File: config.mk
export PLATFORM = sky130hd
export DESIGN_NAME = sweep_dac_sequencer
export DESIGN_NICKNAME = d
export VERILOG_FILES = /design/src/rtl/sweep_seq_pkg.sv /design/src/rtl/sweep_step_timer.sv /design/src/rtl/sweep_fetch_ctrl.sv /design/src/rtl/sweep_dac_regs.sv /design/src/rtl/sweep_dac_sequencer.sv
export SDC_FILE = /design/constraint.sdc
export NUM_CORES = 1
export LEC_CHECK = 0
export BUFFER_PORTS_ARGS = -buffer_cell sky130_fd_sc_hd__buf_4
export CORE_MARGIN = 4
export CORE_UTILIZATION = 33
export CTS_CLUSTER_SIZE = 10
export DETAILED_ROUTE_END_ITERATION = 8
export PLACE_DENSITY = 0.56
export SYNTH_ARGS = -nofsm -noshare
export SYNTH_HDL_FRONTEND = slang
export SYNTH_SLANG_ARGS = --single-unit
File: constraint.sdc
create_clock -name clk -period 3.05 [get_ports clk]
set_clock_uncertainty 0.15 [all_clocks]
set_input_delay 0.305 -clock clk [delete_from_list [all_inputs] [get_ports clk]]
set_output_delay 0.305 -clock clk [all_outputs]
set_load 0.02 [all_outputs]
File: src/rtl/sweep_seq_pkg.sv
package sweep_seq_pkg;
    typedef enum logic [1:0] {
        SQ_OFF   = 2'd0,
        SQ_FETCH = 2'd1,
        SQ_READY = 2'd2
    } sq_state_t;
endpackage

File: src/rtl/sweep_step_timer.sv
module sweep_step_timer #(
    parameter int DIV_W = 16
) (
    input  logic             clk,
    input  logic             rst_n,
    input  logic             run,
    input  logic [DIV_W-1:0] step_div,
    output logic             tick
);
    logic [DIV_W-1:0] cnt_q;

    assign tick = run && (cnt_q == step_div);

    always_ff @(posedge clk or negedge rst_n) begin
        if (!rst_n)
            cnt_q <= '0;
        else if (!run || tick)
            cnt_q <= '0;
        else
            cnt_q <= cnt_q + 1'b1;
    end
endmodule

File: src/rtl/sweep_fetch_ctrl.sv
module sweep_fetch_ctrl
    import sweep_seq_pkg::*;
#(
    parameter int IDX_W   = 11,
    parameter int NUM_AUX = 3,
    localparam int NBYTES = NUM_AUX + 2,
    localparam int SEL_W  = $clog2(NBYTES),
    localparam int REG_W  = $clog2(NUM_AUX + 1),
    localparam int ADDR_W = 2 + REG_W + IDX_W
) (
    input  logic              clk,
    input  logic              rst_n,
    input  logic              enable,
    input  logic              tick,
    input  logic [IDX_W-1:0]  last_idx,
    input  logic              buf_cmd,
    input  logic              ram_ack,
    output logic              ram_req,
    output logic [ADDR_W-1:0] ram_addr,
    output logic              running,
    output logic              load_en,
    output logic [SEL_W-1:0]  load_sel,
    output logic              apply,
    output logic [IDX_W-1:0]  play_idx,
    output logic              play_buf,
    output logic              underrun
);
    localparam logic [SEL_W-1:0] LAST_SEL = SEL_W'(NBYTES - 1);

    sq_state_t        state, nxt;
    logic [IDX_W-1:0] fidx;
    logic             fbuf;
    logic [SEL_W-1:0] bsel;
    logic             apply_c, urun_c;
    logic [REG_W-1:0] region;
    logic             lane;

    // State register
    always_ff @(posedge clk or negedge rst_n) begin
        if (!rst_n) state <= SQ_OFF;
        else        state <= nxt;
    end

    // Next state and step events
    always_comb begin
        nxt     = state;
        apply_c = 1'b0;
        urun_c  = 1'b0;
        unique case (state)
            SQ_OFF: begin
                if (enable) nxt = SQ_FETCH;
            end
            SQ_FETCH: begin
                if (!enable) nxt = SQ_OFF;
                else begin
                    if (tick) urun_c = 1'b1;
                    if (ram_ack && bsel == LAST_SEL) nxt = SQ_READY;
                end
            end
            SQ_READY: begin
                if (!enable) nxt = SQ_OFF;
                else if (tick) begin
                    apply_c = 1'b1;
                    nxt     = SQ_FETCH;
                end
            end
            default: nxt = SQ_OFF;
        endcase
    end

    // Outputs: fixed byte order maps to region and lane
    always_comb begin
        region   = (bsel < SEL_W'(2)) ? '0 : REG_W'(bsel - 1'b1);
        lane     = (bsel == '0);
        ram_req  = (state == SQ_FETCH);
        ram_addr = {fbuf, region, fidx, lane};
        running  = (state != SQ_OFF);
        load_en  = ram_req && ram_ack;
        load_sel = bsel;
        apply    = apply_c;
    end

    // Sequencing datapath
    always_ff @(posedge clk or negedge rst_n) begin
        if (!rst_n) begin
            fidx     <= '0;
            fbuf     <= 1'b0;
            bsel     <= '0;
            underrun <= 1'b0;
            play_idx <= '0;
            play_buf <= 1'b0;
        end else if (state == SQ_OFF) begin
            fidx     <= '0;
            fbuf     <= buf_cmd;
            bsel     <= '0;
            underrun <= 1'b0;
        end else begin
            if (urun_c) underrun <= 1'b1;
            if (load_en) bsel <= (bsel == LAST_SEL) ? '0 : bsel + 1'b1;
            if (apply_c) begin
                play_idx <= fidx;
                play_buf <= fbuf;
                if (fidx >= last_idx) begin
                    fidx <= '0;
                    fbuf <= buf_cmd;
                end else begin
                    fidx <= fidx + 1'b1;
                end
            end
        end
    end


    addr_hold_chk: assert property (@(posedge clk) disable iff (!rst_n)
        (ram_req && !ram_ack && enable) |=> (ram_req && $stable(ram_addr)));


    underrun_set_chk: assert property (@(posedge clk) disable iff (!rst_n)
        (tick && ram_req && enable) |=> underrun);


    idx_step_chk: assert property (@(posedge clk) disable iff (!rst_n)
        (apply && fidx < last_idx) |=> (fidx == $past(fidx) + 1'b1));


    buf_hold_chk: assert property (@(posedge clk) disable iff (!rst_n)
        (state != SQ_OFF && !(apply && fidx >= last_idx)) |=> $stable(fbuf));
endmodule

File: src/rtl/sweep_dac_regs.sv
module sweep_dac_regs #(
    parameter int NUM_AUX = 3,
    localparam int NBYTES = NUM_AUX + 2,
    localparam int SEL_W  = $clog2(NBYTES)
) (
    input  logic                 clk,
    input  logic                 rst_n,
    input  logic                 load_en,
    input  logic [SEL_W-1:0]     load_sel,
    input  logic [7:0]           load_data,
    input  logic                 apply,
    output logic [15:0]          dac_main,
    output logic [NUM_AUX*8-1:0] dac_aux,
    output logic                 dac_update
);
    logic [15:0] main_hold;

    always_ff @(posedge clk or negedge rst_n) begin
        if (!rst_n) begin
            main_hold  <= '0;
            dac_main   <= '0;
            dac_update <= 1'b0;
        end else begin
            if (load_en && load_sel == SEL_W'(0)) main_hold[15:8] <= load_data;
            if (load_en && load_sel == SEL_W'(1)) main_hold[7:0]  <= load_data;
            if (apply) dac_main <= main_hold;
            dac_update <= apply;
        end
    end

    for (genvar k = 0; k < NUM_AUX; k++) begin : g_aux
        logic [7:0] hold_q;
        logic [7:0] out_q;
        always_ff @(posedge clk or negedge rst_n) begin
            if (!rst_n) begin
                hold_q <= '0;
                out_q  <= '0;
            end else begin
                if (load_en && load_sel == SEL_W'(k + 2)) hold_q <= load_data;
                if (apply) out_q <= hold_q;
            end
        end
        assign dac_aux[k*8 +: 8] = out_q;
    end


    out_hold_chk: assert property (@(posedge clk) disable iff (!rst_n)
        !apply |=> ($stable(dac_main) && $stable(dac_aux)));
endmodule

File: src/rtl/sweep_dac_sequencer.sv
module sweep_dac_sequencer #(
    parameter int DIV_W   = 16,
    parameter int IDX_W   = 11,
    parameter int NUM_AUX = 3,
    localparam int NBYTES = NUM_AUX + 2,
    localparam int SEL_W  = $clog2(NBYTES),
    localparam int REG_W  = $clog2(NUM_AUX + 1),
    localparam int ADDR_W = 2 + REG_W + IDX_W
) (
    input  logic                 clk,
    input  logic                 rst_n,
    input  logic                 enable,
    input  logic [DIV_W-1:0]     step_div,
    input  logic [IDX_W-1:0]     last_idx,
    input  logic                 buf_cmd,
    output logic                 ram_req,
    output logic [ADDR_W-1:0]    ram_addr,
    input  logic                 ram_ack,
    input  logic [7:0]           ram_rdata,
    output logic [15:0]          dac_main,
    output logic [NUM_AUX*8-1:0] dac_aux,
    output logic                 dac_update,
    output logic [IDX_W-1:0]     play_idx,
    output logic                 play_buf,
    output logic                 underrun
);
    logic             running, tick, load_en, apply;
    logic [SEL_W-1:0] load_sel;

    sweep_step_timer #(.DIV_W(DIV_W)) u_timer (
        .clk(clk), .rst_n(rst_n), .run(running),
        .step_div(step_div), .tick(tick)
    );

    sweep_fetch_ctrl #(.IDX_W(IDX_W), .NUM_AUX(NUM_AUX)) u_ctrl (
        .clk(clk), .rst_n(rst_n), .enable(enable), .tick(tick),
        .last_idx(last_idx), .buf_cmd(buf_cmd), .ram_ack(ram_ack),
        .ram_req(ram_req), .ram_addr(ram_addr), .running(running),
        .load_en(load_en), .load_sel(load_sel), .apply(apply),
        .play_idx(play_idx), .play_buf(play_buf), .underrun(underrun)
    );

    sweep_dac_regs #(.NUM_AUX(NUM_AUX)) u_regs (
        .clk(clk), .rst_n(rst_n), .load_en(load_en), .load_sel(load_sel),
        .load_data(ram_rdata), .apply(apply), .dac_main(dac_main),
        .dac_aux(dac_aux), .dac_update(dac_update)
    );
endmodule

==> flow_metrics.tcl, run 1 <==
set metrics [dict create \
    die_x_um 139 \
    cts_made_buffers 17 \
    dr.pass1.iters 4 \
    netlist_area_um2 5640 \
    relSlewSlack_pct 59.5 \
    maxCapViolCount 0 \
    htreeDepth 4 \
    setup_viol 0 \
    dr_wl_met2_mm 6.04 \
    postSynth.asyncResetShare_pct 100 \
    ys_types 39 \
    syn_nets 497 \
    cts_root_buffer "clkbuf_16" \
    dp_hpwl_mm 9.04 \
    fin_ws_ns 0.496 \
    critPathKind "flop to flop" \
    layout-drive-gt1-share_pct 42.8 \
    n_antenna_cell 0 \
    post_drt_wl_per_cell_um 15.8 \
    initial_core_util_pct 33.9 \
    antenna_found_initial 0 \
    grt_pass1_vias 3982 \
    synth.yosys.warnings 0 \
    area_growth_syn_to_layout_pct 32.5 \
    synth_seq_cells 127 \
    grtUsageTotal_pct 13.7 \
    route.met3.wl_um 720 \
    cts_hold_buffers 7 \
    synth_enable_flop_cells 0 \
    synth.yosys.seq_area_share_pct 56.4 \
    die_height_um 139 \
    fin_area_um2 7470 \
    cp-end-kind "flop" \
    vias_per_cell 4.67 \
    tightest_slew_ns 0.606 \
    fin_util_pct 44.9 \
    finalMaxSlewViolations 0 \
    dp_slack_ns 0.445 \
    clock_path_buffers 2 \
    io_pins 110 \
    place_congestion 0.817 \
    setup.worst_path.start_class "flop" \
    clkTransAtPathRegs_ns 0.06 \
    min_path_type "input port to flop" \
    outcome "finished, final reports clean" \
    nNetsFinal 627 \
    wirelength_met1_mm 5.76 \
    synth_area_leader_cell "dfrtp_1" \
    route.antenna.remaining_nets 0 \
    highest_layer "met4" \
    p_leak_nw 3.75 \
    fin_crit_sh_pct 83.7 \
    hold_ws_ns 0.0241 \
    postSynthCellCount 439 \
    postPlaceCellArea_um2 6750 \
    cp.arrival_ns 2.70 \
    path_max_fanout 29 \
    core_area_um2 16600 \
    finalCriticalPeriod_ns 2.55 \
    cp.required_ns 3.20 \
    vias 3743 \
    port_buffers 109 \
    peakVddDrop_uv 393 \
    wl_mm 12.7 \
    cts_resized 0 \
    grt_first_pass_wirelength_mm 21.1 \
    cts_sinks 127 \
    tns_ns 0 \
    rsz0062_at_grt "no" \
    power_density_nw_per_um2 585 \
    clkLatencyLatePin_ns 0.42 \
    post_cts_buffers 0 \
    synth_ff_type "dfrtp_1" \
    row_count 47 \
    finalHoldViolations 0 \
    fmax_ghz 0.392 \
    drcViolationCount 0 \
    cts_tree "done" \
    dieArea_um2 19200 \
    drt_iter0_drc 184 \
    synth.area.top_cells "dfrtp_1 56%, mux2_2 18%, ha_1 4.0%" \
    grt_start_max_net_pins 68 \
    avgSynthCellArea_um2 12.8 \
    synth_top_area_share_pct 56.4 \
    grt-ovfl-total 0 \
]
-- state kept, by name (all words and copies together), names as in the netlist --
signal               cells
u_ctrl.fbuf              1
u_ctrl.fidx             11
u_ctrl.load_sel          3
u_ctrl.play_buf          1
u_ctrl.play_idx         11
u_ctrl.state             2
u_ctrl.underrun          1
u_regs.dac_main         16
u_regs.dac_update        1
u_regs.g_aux.hold_q     24
u_regs.g_aux.out_q      24
u_regs.main_hold        16
u_timer.cnt_q           16
-- area by class of cell --
type                            instances  area (um^2)
Clock buffer                           19          443
Clock inverter                         13          211
Fill cell                            1541         9170
Inverter                               22         82.6
Multi-Input combinational cell        277         2310
Sequential cell                       127         3180
Tap cell                              220          275
Timing Repair Buffer                  124          973
-- metal layers --
metal / up-vias / track usage [%]
li1: 1790 / -
met1: 1862 / 17.7
met5: - / 0
met4: 0 / 4.02
met2: 81 / 21.7
met3: 10 / 5.07
-- synthesized netlist by cell type, drive strengths merged, types with 5 or more instances --
library cell  number
nand4             11
nor2              34
nand2             19
xor2              13
a21oi              9
and3               5
ha                18
xnor2             21
nand3             18
mux2              93
o21ai              5
inv               22
buf                9
nor2b              5
dfrtp            127
-- cells by family after synthesis --
logic type | share of synthesized area [%]
fa+ha+maj | 3.99
simple gates | 9.63
xor+xnor | 5.41
compound gates | 3.28
buf+inv | 2.68
mux | 18.6
flops | 56.4
-- cells in the final DEF, fill, tap and decap left out, drive strengths merged, types with 13 or more instances in the layout --
master	netlist	final
dfrtp	127	127
buf	9	117
mux2	93	93
nor2	34	34
inv	22	23
xnor2	21	21
nand2	19	19
clkbuf	4	19
nand3	18	18
ha	18	18
xor2	13	13
-- report_power, final --
part           internal, mW  total [mW]  switching [mW]  leakage (nW)
clock network          1.47        2.21           0.740         0.306
registers              1.80        1.87          0.0609          1.72
logic                 0.163       0.290           0.128          1.72
total                  3.44        4.37           0.929          3.75
-- worst paths after layout --
path                            depth (start not counted)                 from  slack (ns)                        end
max in group asynchronous                               3                rst_n        1.76         u_ctrl.play_idx[5]
worst max-delay path                                    7     u_timer.cnt_q[6]        0.50   u_regs.g_aux[1].out_q[7]
worst min register to register                          1  u_regs.main_hold[6]        0.35        u_regs.main_hold[6]
worst min-delay path                                    2         ram_rdata[2]        0.02  u_regs.g_aux[1].hold_q[2]
worst max register to register                          7     u_timer.cnt_q[6]        0.50   u_regs.g_aux[1].out_q[7]
min in group asynchronous                               2                rst_n        0.23           u_timer.cnt_q[8]
-- worst max-delay path, cell delays in order (launching register included) --
cell and delay, ns:
dfrtp_1 0.46, xnor2_2 0.17, nand4_1 0.17, nor4_4 0.45, nand2_4 0.23, inv_1 0.21, buf_12 0.23, mux2_2 0.36
-- metrics by stage --
stage / instances / power [mW]
6_report: 802 / 4.37
5_1_grt: 802 / 4.57
4_1_cts: 802 / 4.44
3_5_place_dp: 763 / 2.19
3_3_place_gp: 763 / 2.17
2_1_floorplan: 439 / 2.05
(Power assumes the default switching activity.)
==> run 2, diff against run 1 <==
PLACE_DENSITY = 0.58   (was 0.56)
clock period = 2.1 ns   (was 3.05 ns; I/O delays follow)
==> run 2 against run 1 <==
Against the previous run: the run now ends with negative setup slack left; sequential share of layout area decreased by 2.6 points; flip-flop and latch count unchanged; cell count increased by 5.9%; sequential power increased by 45%; combinational power increased by 67%; register-to-register slack got worse by 0.69 ns; fmax increased by 11%; largest cell class unchanged; largest power group unchanged.
==> flow_metrics.tcl, run 2 (synthesis gave the netlist of run 1 again) <==
set metrics [dict create \
    outcome "finished with violations" \
    violations "negative setup slack" \
    cts_sinks 127 \
    power_frac_comb_pct 8.2 \
    die_x_um 139 \
    dieArea_um2 19200 \
    dp_hpwl_mm 9.63 \
    grt_first_pass_wirelength_mm 22.3 \
    io_pins 110 \
    layout_commonest_cell "buf_4" \
    cp.arrival_ns 2.43 \
    tightest_slew_ns 0.501 \
    die_height_um 139 \
    htreeDepth 4 \
    hold_ws_ns 0.206 \
    grt_pass1_vias 4271 \
    setup.worst_path.start_class "flop" \
    postPlaceCellArea_um2 7060 \
    min_path_type "input port to asynchronous set/reset pin" \
    finalPower_mw 5.91 \
    reg_top3 "u_regs.g_aux.hold_q: 24 flops, u_regs.g_aux.out_q: 24 flops" \
    power_density_nw_per_um2 741 \
    setup_viol 66 \
    fmax_ghz 0.436 \
    clkTransAtPathRegs_ns 0.06 \
    finalHoldViolations 0 \
    layout-drive-gt1-share_pct 50.4 \
    critPathKind "flop to flop" \
    grt_start_max_net_pins 78 \
    power.share.sequential_pct 45.8 \
    vias_per_cell 4.63 \
    tns_ns -6.49 \
    cp_slowest_cell "nor4_4" \
    cts_tree "done" \
    cp.required_ns 2.24 \
    p_sw_mw 1.43 \
    finalMaxSlewViolations 0 \
    dr.pass1.iters 4 \
    port_buffers 109 \
    route.antenna.remaining_nets 0 \
    vias 3929 \
    wl_mm 13.7 \
    drt_iter0_drc 143 \
    peakVddDrop_uv 546 \
    fin_crit_sh_pct 109 \
    n_antenna_cell 0 \
    post_drt_wl_per_cell_um 16.1 \
    path_cells "xnor2_1 > nand4_1 > nor4_4 > nand2_4 > buf_12 > o31ai_4 > mux2_4" \
    clkLatencyLatePin_ns 0.41 \
    fin_ws_ns -0.191 \
    nNetsFinal 674 \
    relSlewSlack_pct 66.2 \
    core_area_um2 16600 \
    area_growth_syn_to_layout_pct 41.3 \
    fin_util_pct 47.9 \
    p_int_mw 4.48 \
    grtUsageTotal_pct 14.6 \
    cp-end-kind "flop" \
    dp.cells 799 \
    cts_made_buffers 17 \
    p_leak_nw 3.99 \
    path_max_fanout 4 \
    drcViolationCount 0 \
    place_congestion 0.818 \
    swShare_pct 24.2 \
    clock_path_buffers 2 \
    finalCriticalPeriod_ns 2.29 \
    fin_area_um2 7970 \
    row_count 47 \
    layout_common_cells "152 x buf_4, 127 x dfrtp_1, 92 x mux2_2" \
    dp_slack_ns -0.124 \
    grt-ovfl-total 0 \
    maxCapViolCount 0 \
    critPathMaxStageDelay_ns 0.42 \
    finalNonFillerCells 849 \
    clockPowerShare_pct 46.0 \
    rsz0062_at_grt "yes" \
    cts_root_buffer "clkbuf_16" \
    antenna_found_initial 0 \
    initial_core_util_pct 33.9 \
]
[run 2: worst paths after layout]
| path | start | endpoint | slack (ns) | cells after the start |
|---|---|---|---|---|
| worst min register to register | u_regs.g_aux[0].hold_q[4] | u_regs.g_aux[0].out_q[4] | 0.35 | 1 |
| worst max register to register | u_timer.cnt_q[14] | u_ctrl.fbuf | -0.19 | 7 |
| max in group asynchronous | rst_n | u_regs.g_aux[0].hold_q[5] | 1.21 | 3 |
| worst min-delay path | rst_n | u_timer.cnt_q[14] | 0.21 | 3 |
| min in group clk | u_regs.g_aux[0].hold_q[4] | u_regs.g_aux[0].out_q[4] | 0.35 | 1 |
| worst max-delay path | u_timer.cnt_q[14] | u_ctrl.fbuf | -0.19 | 7 |
[run 2: critical path: cells and delay by family, from the launching register on]
family | cells | cell delay, ns
simple gates | 3 | 0.74
flops | 1 | 0.40
mux | 1 | 0.33
compound gates | 1 | 0.25
xor+xnor | 1 | 0.16
buf+inv | 1 | 0.14
[run 2: area by class of cell]
class                      count  area (um^2)
sequential                   127         3180
fill                        1478         8680
clock buffer                  19          453
timing repair buffer         171         1400
tap                          220          275
clock inverter                13          103
multi-input combinational    277         2480
inverter                      22         82.6
[run 2: routing by layer]
metal / wire length, um / up-vias / global-route usage [%]
met5: 0 / - / 0
li1: - / 1882 / -
met2: 6660 / 87 / 23.7
met3: 961 / 14 / 6.17
met1: 5920 / 1946 / 18.1
met4: 139 / 0 / 3.66
[run 2: timing repair]
item	4_1_cts	5_1_grt
endpoints found under the hold margin	171	0
hold buffers	12	0
endpoints found under the setup margin	45	104
setup buffers	1	4
gates cloned	0	1
resized for setup	3	41
pin swaps	1	16
[run 2: power groups by stage]
stage	clock network (mW)	logic, mW	registers (mW)
final	2.72	0.485	2.71
after global routing	2.92	0.538	2.73
after CTS	2.80	0.471	2.71
after detailed placement	0	0.447	2.75
after global placement	0	0.432	2.74
after floorplan	0	0.249	2.72
==> run 3, diff against run 2 <==
REMOVE_ABC_BUFFERS = 1   (was not set)
SKIP_LAST_GASP = 1   (was not set)
==> run 3 against run 2 <==
Against the previous run: the flow still finishes with violations (negative setup slack); hold slack got worse by 0.12 ns; non-clock buffer count fell by 1; global-route usage fell by 0.11 points; first-iteration DRC count rose by 5.6%; critical path depth rose by 1; core utilization rose by 0.71 points; total power rose by 4.9%; largest cell class unchanged; largest power group unchanged; highest routed layer unchanged.
==> flow_metrics.tcl, run 3 (synthesis gave the netlist of run 1 again) <==
set metrics [dict create \
    cp_slowest_cell "nor4_4" \
    cp.arrival_ns 2.36 \
    area_growth_syn_to_layout_pct 43.4 \
    dp_hpwl_mm 9.39 \
    clkTransAtPathRegs_ns 0.05 \
    finalCriticalPeriod_ns 2.21 \
    cp.required_ns 2.24 \
    critPathMaxStageDelay_ns 0.40 \
    nFillCells 1496 \
    p_leak_nw 4.04 \
    finalPower_mw 6.19 \
    antenna_found_initial 0 \
    path_max_fanout 6 \
    initial_core_util_pct 33.9 \
    violations "negative setup slack" \
    layout_commonest_cell "buf_4" \
    port_buffers 109 \
    route.antenna.remaining_nets 0 \
    row_count 47 \
    fin_crit_sh_pct 105 \
    finalHoldViolations 0 \
    grt_first_pass_wirelength_mm 21.9 \
    peakVddDrop_uv 601 \
    fin_ws_ns -0.114 \
    die_height_um 139 \
    place_congestion 0.793 \
    cts_root_buffer "clkbuf_16" \
    die_x_um 139 \
    path_cells "xnor2_1 > nand4_1 > nor4_4 > nand2_4 > inv_6 > buf_12 > clkbuf_16 > mux2_4" \
    core_area_um2 16600 \
    critPathKind "flop to flop" \
    relSlewSlack_pct 66.5 \
    min_path_type "input port to asynchronous set/reset pin" \
    clkLatencyLatePin_ns 0.41 \
    drt_iter0_drc 151 \
    tightest_slew_ns 0.501 \
    n_antenna_cell 0 \
    grt_pass1_vias 4356 \
    finalNonFillerCells 848 \
    cts_sinks 127 \
    outcome "finished with violations" \
    finalMaxSlewViolations 0 \
    setup_viol 57 \
    dr.pass1.iters 4 \
    wl_mm 13.7 \
    clock_path_buffers 2 \
    layout_common_cells "146 x buf_4, 127 x dfrtp_1, 68 x mux2_2" \
    rsz0062_at_grt "yes" \
    cts_made_buffers 17 \
    dieArea_um2 19200 \
    fin_util_pct 48.6 \
    grt-ovfl-total 0 \
    nNetsFinal 673 \
    vias 3934 \
    fmax_ghz 0.452 \
    grt_start_max_net_pins 58 \
    cp-end-kind "flop" \
    drcViolationCount 0 \
    htreeDepth 4 \
    cts_tree "done" \
    setup.worst_path.start_class "flop" \
    io_pins 110 \
    vias_per_cell 4.64 \
    grtUsageTotal_pct 14.5 \
    maxCapViolCount 0 \
    reg_top3 "u_regs.g_aux.hold_q: 24 flops, u_regs.g_aux.out_q: 24 flops" \
    power_density_nw_per_um2 766 \
    post_drt_wl_per_cell_um 16.2 \
    layout-drive-gt1-share_pct 48.6 \
    dp.cells 797 \
]
run 3: cell type report:
class                   instances  area (um^2)  share of cell area, %
multi-input cells             277         2470                   30.6
clock inverters                12          158                   1.95
clock buffers                  20          457                   5.65
inverters                      22         87.6                   1.08
repair buffers                170         1460                   18.0
well taps                     220          275                   3.40
flip-flops and latches        127         3180                   39.3
run 3: worst max-delay path: cells and delay by family (launching register included):
| family | cells | cell delay, ns |
|---|---|---|
| AND/OR/NAND/NOR | 3 | 0.74 |
| flip-flops | 1 | 0.38 |
| buffers and inverters | 3 | 0.36 |
| multiplexers | 1 | 0.29 |
| XOR/XNOR | 1 | 0.15 |
run 3: power by group:
part | leakage [nW] | internal, mW | switching (mW)
combinational | 2.02 | 0.260 | 0.201
clock | 0.293 | 1.93 | 1.09
sequential | 1.72 | 2.62 | 0.0889
run 3: per-stage QoR:
stage	setup TNS [ns]	hold slack (ns)	setup WS [ns]	instance area (um^2)
after global routing	-10.35	0.111	-0.212	8090
after floorplan	-28.75	-0.236	-0.827	5570
after detailed placement	-7.33	-0.0128	-0.209	7030
after global placement	-3.77	-0.0193	-0.140	7030
after CTS	-7.71	0.0689	-0.176	7960
final	-4.19	0.0898	-0.114	8090
run 3: worst paths after layout:
check	to	depth (start not counted)	slack [ns]	startpoint
worst max-delay path	u_regs.g_aux[2].out_q[2]	8	-0.11	u_timer.cnt_q[8]
worst min-delay path	u_regs.main_hold[10]	2	0.09	rst_n
worst max register to register	u_regs.g_aux[2].out_q[2]	8	-0.11	u_timer.cnt_q[8]
worst min register to register	u_regs.main_hold[11]	1	0.35	u_regs.main_hold[11]
max in group asynchronous	u_timer.cnt_q[3]	3	1.10	rst_n
min in group clk	u_ctrl.fidx[5]	7	0.34	step_div[10]
run 3: routing by layer:
metal	part of all wire (%)	wire, um	vias to the layer above	global-route usage, %
li1	-	-	1873	-
met1	41	5660	1953	16.3
met2	50	6880	92	24.7
met3	6.9	950	16	6.03
met4	1.7	228	0	5.25
met5	0	0	-	0
run 3: repair_timing:
item,CTS,global route
setup endpoints to repair,63,80
buffers inserted,3,1
hold endpoints to repair,171,0
resized for setup,28,25
cloned,2,1
hold buffers,12,0
pin swaps,9,13
